===== config.mk =====
export PLATFORM = sky130hd
export DESIGN_NAME = timebase_decr_unit
export DESIGN_NICKNAME = d
export VERILOG_FILES = /design/src/rtl/tbd_pkg.sv /design/src/rtl/tbd_timebase.sv /design/src/rtl/tbd_decrementer.sv /design/src/rtl/timebase_decr_unit.sv
export SDC_FILE = /design/constraint.sdc
export NUM_CORES = 1
export LEC_CHECK = 0
export BUFFER_PORTS_ARGS = -buffer_cell sky130_fd_sc_hd__buf_2
export CAP_MARGIN = 20
export CORE_ASPECT_RATIO = 1.25
export CORE_MARGIN = 4
export CORE_UTILIZATION = 40
export CTS_CLUSTER_DIAMETER = 150
export DETAILED_ROUTE_END_ITERATION = 6
export PLACE_DENSITY = 0.62
export SLEW_MARGIN = 40
export SYNTH_ARGS = -nofsm -noshare
export SYNTH_HDL_FRONTEND = slang
export SYNTH_HIERARCHICAL = 1
export SYNTH_SLANG_ARGS = --single-unit
export TNS_END_PERCENT = 5

===== constraint.sdc =====
create_clock -name clk -period 2.65 [get_ports clk]
set_clock_uncertainty 0.05 [all_clocks]
set_input_delay 0.53 -clock clk [delete_from_list [all_inputs] [get_ports clk]]
set_output_delay 0.53 -clock clk [all_outputs]
set_load 0.05 [all_outputs]

===== src/rtl/tbd_pkg.sv =====
package tbd_pkg;
  localparam int SEL_W = 3;
  typedef enum logic [SEL_W-1:0] {
    SEL_TB_LO  = 3'd0,
    SEL_TB_HI  = 3'd1,
    SEL_ATB_LO = 3'd2,
    SEL_ATB_HI = 3'd3,
    SEL_DEC    = 3'd4
  } wsel_e;
  localparam int NUM_TB = 2;
endpackage


===== src/rtl/tbd_timebase.sv =====
module tbd_timebase #(
  parameter int HALF_W = 32
) (
  input  logic              clk,
  input  logic              rst,
  input  logic              adv,
  input  logic              wr_lo,
  input  logic              wr_hi,
  input  logic [HALF_W-1:0] wr_data,
  output logic [2*HALF_W-1:0] value
);
  localparam int FULL_W = 2 * HALF_W;

  logic [FULL_W-1:0] nxt;

  always_comb begin
    nxt = value;
    if (wr_lo)
      nxt = {value[FULL_W-1:HALF_W], wr_data};
    else if (wr_hi)
      nxt = {wr_data, value[HALF_W-1:0]};
    else if (adv)
      nxt = value + {{(FULL_W-1){1'b0}}, 1'b1};
  end

  always_ff @(posedge clk) begin
    if (rst) value <= '0;
    else     value <= nxt;
  end
endmodule


===== src/rtl/tbd_decrementer.sv =====
module tbd_decrementer #(
  parameter int DATA_W         = 32,
  parameter bit UNDERFLOW_TRIG = 1'b1
) (
  input  logic              clk,
  input  logic              rst,
  input  logic              adv,
  input  logic              stop_mode,
  input  logic              wr,
  input  logic [DATA_W-1:0] wr_data,
  input  logic              ack,
  output logic [DATA_W-1:0] value,
  output logic              irq
);
  localparam logic [DATA_W-1:0] ONE  = {{(DATA_W-1){1'b0}}, 1'b1};
  localparam logic [DATA_W-1:0] ZERO = '0;

  logic [DATA_W-1:0] nxt;
  logic              evt;

  always_comb begin
    nxt = value;
    evt = 1'b0;
    if (wr) begin
      nxt = wr_data;
      if (UNDERFLOW_TRIG && wr_data[DATA_W-1] && !value[DATA_W-1])
        evt = 1'b1;
    end else if (adv) begin
      if (stop_mode) begin
        if (value != ZERO) nxt = value - ONE;
        if (value == ONE)  evt = 1'b1;
      end else begin
        nxt = value - ONE;
        if (value == ZERO) evt = 1'b1;
      end
    end
  end

  always_ff @(posedge clk) begin
    if (rst) begin
      value <= '1;
      irq   <= 1'b0;
    end else begin
      value <= nxt;
      irq   <= evt | (irq & ~ack);
    end
  end
endmodule


===== src/rtl/timebase_decr_unit.sv =====
module timebase_decr_unit
  import tbd_pkg::*;
#(
  parameter int DATA_W         = 32,
  parameter bit UNDERFLOW_TRIG = 1'b1
) (
  input  logic                clk,
  input  logic                rst,
  input  logic                tick_en,
  input  logic                run_en,
  input  logic                stop_at_zero,
  input  logic                wr_en,
  input  logic [SEL_W-1:0]    wr_sel,
  input  logic [DATA_W-1:0]   wr_data,
  input  logic                irq_ack,
  output logic [2*DATA_W-1:0] tb_value,
  output logic [2*DATA_W-1:0] atb_value,
  output logic [DATA_W-1:0]   dec_value,
  output logic                dec_irq
);
  localparam int TB_W = 2 * DATA_W;

  logic            adv;
  logic [TB_W-1:0] tb_q [NUM_TB];

  assign adv = tick_en & run_en;

  for (genvar i = 0; i < NUM_TB; i++) begin : g_tb
    localparam logic [SEL_W-1:0] LO_CODE = SEL_W'(2 * i);
    localparam logic [SEL_W-1:0] HI_CODE = SEL_W'(2 * i + 1);
    tbd_timebase #(.HALF_W(DATA_W)) tb_i (
      .clk     (clk),
      .rst     (rst),
      .adv     (adv),
      .wr_lo   (wr_en && (wr_sel == LO_CODE)),
      .wr_hi   (wr_en && (wr_sel == HI_CODE)),
      .wr_data (wr_data),
      .value   (tb_q[i])
    );
  end

  assign tb_value  = tb_q[0];
  assign atb_value = tb_q[1];

  tbd_decrementer #(.DATA_W(DATA_W), .UNDERFLOW_TRIG(UNDERFLOW_TRIG)) dec_i (
    .clk       (clk),
    .rst       (rst),
    .adv       (adv),
    .stop_mode (stop_at_zero),
    .wr        (wr_en && (wr_sel == SEL_DEC)),
    .wr_data   (wr_data),
    .ack       (irq_ack),
    .value     (dec_value),
    .irq       (dec_irq)
  );
endmodule


# After elaboration in Yosys (flattened, before gate mapping)
# Index checks and enable logic that the tools add are counted.
[word_totals]
wordCells = 59
inputBits = 42
register_bits = 161
output_inout_bits = 161
[op_classes]
eq_ne = 8
add_sub_neg = 3
n_mux = 16
reduce_logical = 20
bitwise = 6
[ops]
columns = ["op", "n"]
rows = [
  ["$mux 64", 4],
  ["$mux 32", 6],
  ["$add 64x1->64 const B", 2],
  ["$eq 32x1->1 const B", 1],
  ["$logic_not 32->1", 1],
  ["$reduce_bool 32->1", 1],
  ["$sub 32x1->32 const B", 1],
  ["$reduce_and 2->1", 5],
  ["$reduce_bool 2->1", 5],
  ["$eq 3x2->1 const B", 2],
  ["$logic_and 1x1->1", 6],
  ["$mux 1", 6],
  ["$ne 2x1->1 const B", 2],
  ["$eq 3x1->1 const B", 1],
  ["$eq 3x3->1 const B", 1],
  ["$logic_not 3->1", 1],
  ["$ne 3x1->1 const B", 1],
  ["$not 1->1", 3],
  ["$and 1x1->1", 2],
  ["$logic_not 1->1", 1],
  ["$or 1x1->1", 1],
]

# Depth between registers and ports, before layout
[depth]
ltp_word = 6
mapped_depth = 10
ltp_nobuf = 7

# Cells and area by module
# Netlist, hierarchy kept.
[by_module_without_submodules]
columns = ["module", "seq_area_each_um2", "instances", "cells_per_inst", "area_per_inst_um2"]
rows = [
  ["tbd_timebase", 1281.2, 2, 560, 4164.0],
  ["tbd_decrementer", 660.6, 1, 306, 2407.3],
  ["timebase_decr_unit", 0.0, 1, 6, 68.8],
]

# Least setup slack after synthesis
# Ideal clock, no wire load.
[synth_path]
kind = "register -> register"
start = "register g_tb[0].tb_i.value[0]"
end = "register g_tb[0].tb_i.value[62]"
setup_ns = 0.074
required_ns = 2.526
synth_period_minus_slack_ns = 2.957
stages_incl_launch_ff = 9
setup_slack_ns = -0.307
path_buffers = 1
t_arrival_ns = 2.833
cell_sequence = "dfxtp_1 ha_1 nand4_1 or4_4 buf_6 nor4_4 nand2_2 or4_1 a31oi_1"
[synth_between]
elab_chain_cells = 3
[synth_lines]
columns = ["item", "line_no", "rtl"]
rows = [
  ["start: declaration", "tbd_timebase.sv:10", "output logic [2*HALF_W-1:0] value"],
  ["start signal: assignment", "tbd_timebase.sv:28", "else value <= nxt;"],
  ["$add 64x1->64", "tbd_timebase.sv:23", "nxt = value + {{(FULL_W-1){1'b0}}, 1'b1};"],
  ["$mux 64", "tbd_timebase.sv:22", "else if (adv)"],
  ["$mux 64", "tbd_timebase.sv:20", "else if (wr_hi)"],
]
# No other way between the ends. The select of a mux whose other input is x is not followed.
# A chain may end at the register's enable or synchronous reset.

# Worst setup path in the final report
# Same ends and word-level chain as after synthesis.

==> results.toml <==
[timing]
fmax_mhz = 398
fin_crit_ns = 2.51
layout_setup_ws_ns = 0.139
fin_crit_sh = 0.948
slew_violations = 0
holdWs_ns = 0.399
setup_viol = 0
hold_viol = 0
slew_headroom = 0.421
rsz0062_at_grt = "false"
worst_pin_slew_ns = 0.868

[clock_network]
clk_pin_slew_worst_paths_ns = 0.07
clock-sinks = 161
htreeDepth = 4
insertion_delay_ns = 0.44
clock_path_buffers = 2
cts_tree = "done"
cts_setup_buffers = 0
clock-root-buffer = "clkbuf_16"
cts_buffers = 17

[finish]
area_delta_synth_final_pct = 26.9
fin_nets = 1756
drive_gt1_frac = 0.260
fin_area_sq_mm = 0.0137
multiInputGateArea_sq_mm = 0.00715
regArea_sq_mm = 0.00324
final.fill_count = 2663

[pwr]
vdd_drop_max_mv = 0.435
p_total_uw = 6570
p_per_area_mw_per_mm2 = 479
leakage_uw = 0.00548

[drt]
vias = 12700
route.detailed.drc = 0
via_per_inst = 6.12
drtIter0Drc = 1446
firstDrtPassIters = 5
ant_nets = 0
routed_wirelength_um = 45700
routedWlPerCell_um = 22.1

[setup_path]
startpoint_type = "flop"
path_cells = "ha_1 -> nand4_1 -> or4_4 -> nor4_4 -> nand2_2 -> or4_1 -> a31oi_1"
max_stage_delay_ns = 0.59
worstPathArrival_ns = 2.83
path_max_fanout = 7
r2r_cells = 7
path_class = "flop to flop"
crit_slowest_cell = "or4_4"
endpoint_kind = "flop"
critical_path_required_ns = 2.97

[placed_design]
numPortBuffers = 202
dp_hpwl_um = 32700
place_area_sq_mm = 0.0131
dp_slack_ns = -0.264
gp_congestion = 0.910

[global_routing]
antenna_found_initial = 1
overflow = 0
grt_max_degree = 113
grt_pass1_wl_um = 69600
grt_pass1_vias = 11800
grtUsageTotal = 0.298

[floorplan]
start_util = 0.404
core.rowCount = 67
die_w_um = 155
io_pins = 203
die_h_um = 192
dieArea_sq_mm = 0.0297
core_area_sq_mm = 0.0267

[run_status]
outcome = "complete, no violations"

[min_path]
holdCritPathClass = "input pin to flop"
whs_path_depth = 4

[logic_synthesis]
ys.flop_type = "dfxtp_1"
syn_inst = 1432
ys_warn_count = 6
netlist_top_cells_area = "dfxtp_1 30%, nor2_1 5.2%, nand2_1 4.9%"
ys_top_cells_by_count = "161 x dfxtp_1, 149 x nor2_1, 142 x nand2_1"
synth_async_sr_flop_share = 0
mappedNetlistArea_sq_mm = 0.0108
ys_seq_elements = 161
netlist.area_leader.share = 0.298
synth_edf_count = 0
synth_area_per_cell_sq_um = 7.54
yosysUniqueCellTypes = 76
ys_seq_area_frac = 0.298
syn_nets = 1478
yosys.area.top_type = "dfxtp_1"
synth.most_common_cell = "dfxtp_1"

[job]
drv_cap = 0
area by class of cell:
class,count,share of cell area
Timing Repair Buffer,358,0.163
Multi-Input combinational cell,1155,0.521
Inverter,17,0.00466
Clock buffer,21,0.0329
Tap cell,345,0.0315
Sequential cell,161,0.237
Clock inverter,11,0.00949
Antenna cell,1,0.000183
state kept, by name, summed over array words and instances (netlist names):
register and flops:
g_tb.tb_i/value 128, dec_i/value 32, dec_i/irq 1
routing by layer:
layer  part of all wire  wire, um  global-route usage  vias to the layer above
li1                   -         -                   -                     5930
met1               0.42     19100               0.390                     6078
met2               0.46     21100               0.480                      550
met3              0.071      3240              0.0487                      110
met4              0.051      2310               0.143                        0
met5                  0         0                   0                        -
stage by stage:
stage	TNS [ns]	utilization	instances
final	0	0.513	2069
after global routing	0	0.512	2068
after CTS	0	0.512	2068
after detailed placement	-0.672	0.491	2036
after global placement	-0.711	0.491	2036
after floorplan	-0.210	-	1432
placed cells by master (no fill, tap or decap), types with 19 or more instances in the layout:
cell | synthesis | final
buf_4 | 2 | 152
or3_1 | 31 | 31
nor4_1 | 34 | 34
buf_2 | 5 | 201
xor2_1 | 28 | 28
and3_1 | 36 | 36
nor3_1 | 63 | 63
a211oi_1 | 19 | 19
a21oi_1 | 86 | 86
and4_1 | 20 | 20
dfxtp_1 | 161 | 145
a22oi_1 | 24 | 24
nand3_1 | 52 | 52
nand2_1 | 142 | 142
mux2i_1 | 41 | 41
nor2_1 | 149 | 149
nor2b_1 | 21 | 20
xnor2_1 | 28 | 28
nand3b_1 | 21 | 21
a31oi_1 | 33 | 33
o21ai_0 | 48 | 46
nor3b_1 | 21 | 21
nand4_1 | 67 | 67
worst paths after layout:
| path | start | endpoint | slack, ns |
|---|---|---|---|
| worst max register to register | g_tb[0].tb_i/value[0]$_SDFFE_PP0P_ | g_tb[0].tb_i/value[62]$_SDFFE_PP0P_ | 0.14 |
| worst max-delay path | g_tb[0].tb_i/value[0]$_SDFFE_PP0P_ | g_tb[0].tb_i/value[62]$_SDFFE_PP0P_ | 0.14 |
| worst min register to register | g_tb[0].tb_i/value[43]$_SDFFE_PP0P_ | g_tb[0].tb_i/value[43]$_SDFFE_PP0P_ | 0.48 |
| worst min-delay path | irq_ack | dec_i/irq$_SDFF_PP0_ | 0.40 |
where the power goes:
group / internal [uW] / switching (uW)
Sequential: 2540 / 152
Clock: 1420 / 1100
Combinational: 396 / 965
what timing repair did:
| action | in CTS | in global routing |
|---|---|---|
| resized for setup | 0 | 0 |
| setup endpoints to repair | 0 | 1 |
| hold buffers | 0 | 0 |
critical path: cells and delay by family (launching register included):
family,cells,cell delay (ns)
compound gates,1,0.16
fa+ha+maj,1,0.19
simple gates,5,1.71
flops,1,0.34
cells by family after synthesis:
logic type,count (synthesis),synth area share
muxes,45,0.0422
DFF,161,0.298
buffers and inverters,116,0.0437
AOI/OAI and AO/OA,307,0.185
adders and majority gates,4,0.00463
and+or+nand+nor,743,0.381
xor gates and xnor gates,56,0.0454
No activity file was read; power rests on OpenSTA's default activity.
